--- src/rtl/conv_pad_encoder.sv ---
module conv_pad_encoder #(
  parameter int DW    = 8,
  parameter int LEN_W = 8,
  parameter int K     = 4,
  parameter logic [K-1:0] G_A = 4'b1101,
  parameter logic [K-1:0] G_B = 4'b1111
) (
  input  logic             clk,
  input  logic             rst_n,
  input  logic             enc_en,
  input  logic             in_valid,
  output logic             in_ready,
  input  logic [DW-1:0]    in_data,
  input  logic             in_sop,
  input  logic             in_eop,
  input  logic [LEN_W-1:0] pkt_len,
  output logic             out_valid,
  output logic [1:0]       out_bits,
  output logic             err_short
);
  localparam int CW = (DW > 1) ? $clog2(DW) : 1;

  logic          busy, mode, par, drop;
  logic [DW-1:0] sh;
  logic [CW-1:0] cnt;
  logic [1:0]    pads;
  logic [K-2:0]  st;

  wire          last_bit = (cnt == CW'(DW - 1));
  wire          fire     = in_valid & in_ready;
  wire          short    = enc_en & (pkt_len < LEN_W'(2));
  wire          refuse   = fire & in_sop & short & ~drop;
  wire          load     = fire & ~drop & ~refuse;
  wire [K-1:0]  win      = {sh[DW-1], st};
  wire          c_a      = ^(win & G_A);
  wire          c_b      = ^(win & G_B);
  wire          enc_now  = in_sop ? enc_en : mode;
  wire          par_now  = in_sop ? pkt_len[0] : par;

  assign in_ready  = drop | ~busy | (last_bit & (pads == 2'd0));
  assign out_valid = busy;
  assign out_bits  = mode ? {c_a, c_b} : {sh[DW-1], 1'b0};

  always_ff @(posedge clk) begin
    if (!rst_n) begin
      busy      <= 1'b0;
      mode      <= 1'b0;
      par       <= 1'b0;
      drop      <= 1'b0;
      sh        <= '0;
      cnt       <= '0;
      pads      <= 2'd0;
      st        <= '0;
      err_short <= 1'b0;
    end else begin
      err_short <= refuse;

      if (refuse && !in_eop)
        drop <= 1'b1;
      else if (drop && fire && in_eop)
        drop <= 1'b0;

      if (busy) begin
        sh  <= sh << 1;
        cnt <= cnt + CW'(1);
        if (mode) st <= win[K-1:1];
      end

      if (busy && last_bit) begin
        cnt <= '0;
        if (pads != 2'd0) begin
          sh   <= '0;
          pads <= pads - 2'd1;
        end else if (!load) begin
          busy <= 1'b0;
        end
      end

      if (load) begin
        sh   <= in_data;
        cnt  <= '0;
        busy <= 1'b1;
        if (in_sop) begin
          st   <= '0;
          mode <= enc_en;
          par  <= pkt_len[0];
        end
        if (in_eop)
          pads <= enc_now ? (par_now ? 2'd1 : 2'd2) : 2'd0;
      end
    end
  end
endmodule


--- config.mk ---
export PLATFORM = sky130hd
export DESIGN_NAME = conv_pad_encoder
export DESIGN_NICKNAME = d
export VERILOG_FILES = /design/src/rtl/conv_pad_encoder.sv
export SDC_FILE = /design/constraint.sdc
export NUM_CORES = 1
export LEC_CHECK = 0
export ABC_AREA = 1
export BUFFER_PORTS_ARGS = -buffer_cell sky130_fd_sc_hd__buf_2
export CAP_MARGIN = 10
export CORE_MARGIN = 2
export CORE_UTILIZATION = 52
export DETAILED_ROUTE_END_ITERATION = 7
export HOLD_SLACK_MARGIN = 0.03
export MAX_ROUTING_LAYER = met4
export PLACE_DENSITY_LB_ADDON = 0.1
export SYNTH_ARGS = -nofsm -noshare
export SYNTH_HDL_FRONTEND = slang
export SYNTH_SLANG_ARGS = --single-unit
export TNS_END_PERCENT = 30
--- constraint.sdc ---
create_clock -name clk -period 1.7 [get_ports clk]
set_input_delay 0.17 -clock clk [delete_from_list [all_inputs] [get_ports clk]]
set_output_delay 0.17 -clock clk [all_outputs]
set_load 0.005 [all_outputs]
==> results.tsv <==
metric	value	unit
Root Buffer	clkbuf_4	
crit share post-route	0.921	
first-pass GRT wire length	4020	µm
hold_ws	0.0887	ns
Area growth, synth to finish	19.5	%
Routed Antenna Nets	0	
maximum vdd drop	0.520	mV
power per standard cell area	721	mW/mm²
terminus of the critical flop-to-flop path	sh[7]	
Post-Synthesis Net Count	195	
Slew Limit Fails	0	
R2R setup slack	0.15	ns
Hold Crit Class	primary input to register	
vias in the first global route	1024	
CP Data Required Time	1.53	ns
Mapped Cells	171	
skew final	0.00455	ns
GRT Residual Overflow	0	
Worst Reg-to-Reg Cells	10	
#FFs+latches synth	21	
CP Cell Sequence	xnor2_1 > xor2_1 > nand2_1 > nand2_1 > nor2_1 > buf_2	
die width	50.9	µm
Fin. Hold Viols	0	
CP endpoint kind	primary output	
via density per instance	4.96	
clk_lat worst skew	0.31	ns
Tot GR Track Use	0.208	
Port Buffer Count	26	
share of cells above drive strength 1	0.224	
Yosys Warn Count	0	
Die Y	50.9	µm
Hold Startpoint	in_data[0]	
Lkg Pwr	0.673	nW
number of I/O pins	27	
final setup TNS	0	ns
mapped cell area	0.00114	mm²
sequential fraction of the synthesis area	0.368	
Critical-path top delay cell	dfxtp_1	
CTS Buf Count	3	
GPL Wtd Cong	0.858	
Worst EP arrival	1.40	ns
CP max stage delay	0.43	ns
Worst Hold End	sh[0]	
DRC	0	
drt wl/cell	10.1	µm
Layout Nets	226	
clock slew at reported path FFs	0.11	ns
initial antenna violation count	0	
Clock Path Buffers	2	
CTS tree	done	
Setup WS post-layout	0.134	ns
Starting Density	0.565	
largest net degree at the start of global routing	14	
Starting DRT DRC Count	25	
hold path cells	3	
status	complete, no violations	
Rel. slew slack	0.747	
FF-to-FF Start	cnt[0]	
fill count	192	
Syn Area/Cell	6.68	µm²
Synth cell types	25	
most frequent CP cell	nand2_1	
# rows	16	
dpl ws	0.0755	ns
Final Critical Period	1.57	ns
Routed WL	2310	µm
hold-fix buffer count after cts	0	
Least-Margin Pin Slew	0.380	ns
DPL Wire Length	1790	µm
drt pass-1 iters	4	
crit start category	register	
Setup Viol. Count Final	0	
area of the die	0.00259	mm²
max cap viols	0	
fmax	639	MHz
critical setup path kind	register to primary output	
core area	0.00202	mm²
RSZ-0062 raised after global routing	false	
diode count	0	
Critical Path Fanout Max	4	
H-tree depth	1	
vias after detailed routing	1131	
# clock sinks	21	
==> registers in the layout, summed over array words and instances (netlist names) <==
signal and cells:
par 1, cnt 3, err_short 1, drop 1
sh 8, mode 1, st 3, pads 2
out_valid 1
==> what timing repair did <==
action                                  4_1_cts  5_1_grt
endpoints found under the setup margin        0       14
gates resized for setup                       0        3
buffers inserted                              0        1
==> cells in the mapped netlist (all sizes together) <==
master  instances  area, µm²
a21oi           8       47.6
buf             3       27.5
clkbuf          2       7.51
dfxtp          21        420
ha              2       25.0
inv            16       62.6
mux2i           2       20.0
nand2          60        235
nand3           5       50.0
nand4           3       18.8
nor2           26        100
nor3            1       5.00
nor4            1       6.26
o21ai          18       90.1
xnor2           2       17.5
xor2            1       8.76
==> cells in the final DEF, fill, tap and decap left out, drive strengths merged <==
cell,instances
nand2,60
buf,31
nor2,26
dfxtp,21
o21ai,18
inv,16
a21oi,8
nand3,5
clkbuf,4
nand4,3
xnor2,2
mux2i,2
ha,2
xor2,1
nor3,1
nor4,1
==> critical path, delay by kind of cell (launching register included) <==
kind,cells,cell delay (ns)
xor+xnor,2,0.39
buf+inv,1,0.12
flops,1,0.43
simple gates,3,0.16
==> area by class of cell <==
class | count | area [µm²] | share of cell area
Multi-Input combinational cell | 129 | 628 | 0.460
Sequential cell | 21 | 422 | 0.309
Timing Repair Buffer | 31 | 193 | 0.141
Inverter | 16 | 62.6 | 0.0458
Tap cell | 27 | 33.8 | 0.0247
Clock buffer | 4 | 26.3 | 0.0192
==> metrics by stage <==
step           std cells  power (mW)   util  area, µm²
5_1_grt              228        1.04  0.675       1370
3_3_place_gp         223       0.740  0.650       1310
2_1_floorplan        171       0.682      -       1140
4_1_cts              227       0.985  0.663       1340
6_report             228       0.984  0.675       1370
3_5_place_dp         223       0.747  0.650       1310
==> how the worst max path moves through the flow <==
stage,from,to,slack (ns)
3_5_place_dp,cnt[0],st[2],0.08
3_3_place_gp,cnt[0],st[0],0.15
2_1_floorplan,cnt[0],sh[6],0.25
6_report,sh[7],out_bits[0],0.13
5_1_grt,cnt[1],sh[6],0.005
4_1_cts,cnt[0],st[2],0.05
==> where the power goes <==
group	internal, mW	switching (mW)	leakage (nW)
registers	0.519	0.0180	0.172
logic	0.0944	0.114	0.486
clock network	0.0917	0.147	0.0150
total	0.705	0.279	0.673
==> cell families after synthesis <==
logic type      Yosys count  synth area share
fa+ha+maj                 2            0.0219
buf+inv                  21            0.0854
simple gates             96             0.364
compound gates           26             0.120
xor+xnor                  3            0.0230
flops                    21             0.368
mux                       2            0.0175
==> layer usage <==
metal | routed length, µm | share of wire | track usage | vias up
met5 | 0 | 0 | - | -
met4 | 53 | 0.023 | 0.0946 | 0
met3 | 79 | 0.034 | 0.0263 | 7
met2 | 1120 | 0.48 | 0.364 | 23
met1 | 1060 | 0.46 | 0.239 | 496
li1 | - | - | - | 605
No activity file was read; power rests on OpenSTA's default activity.
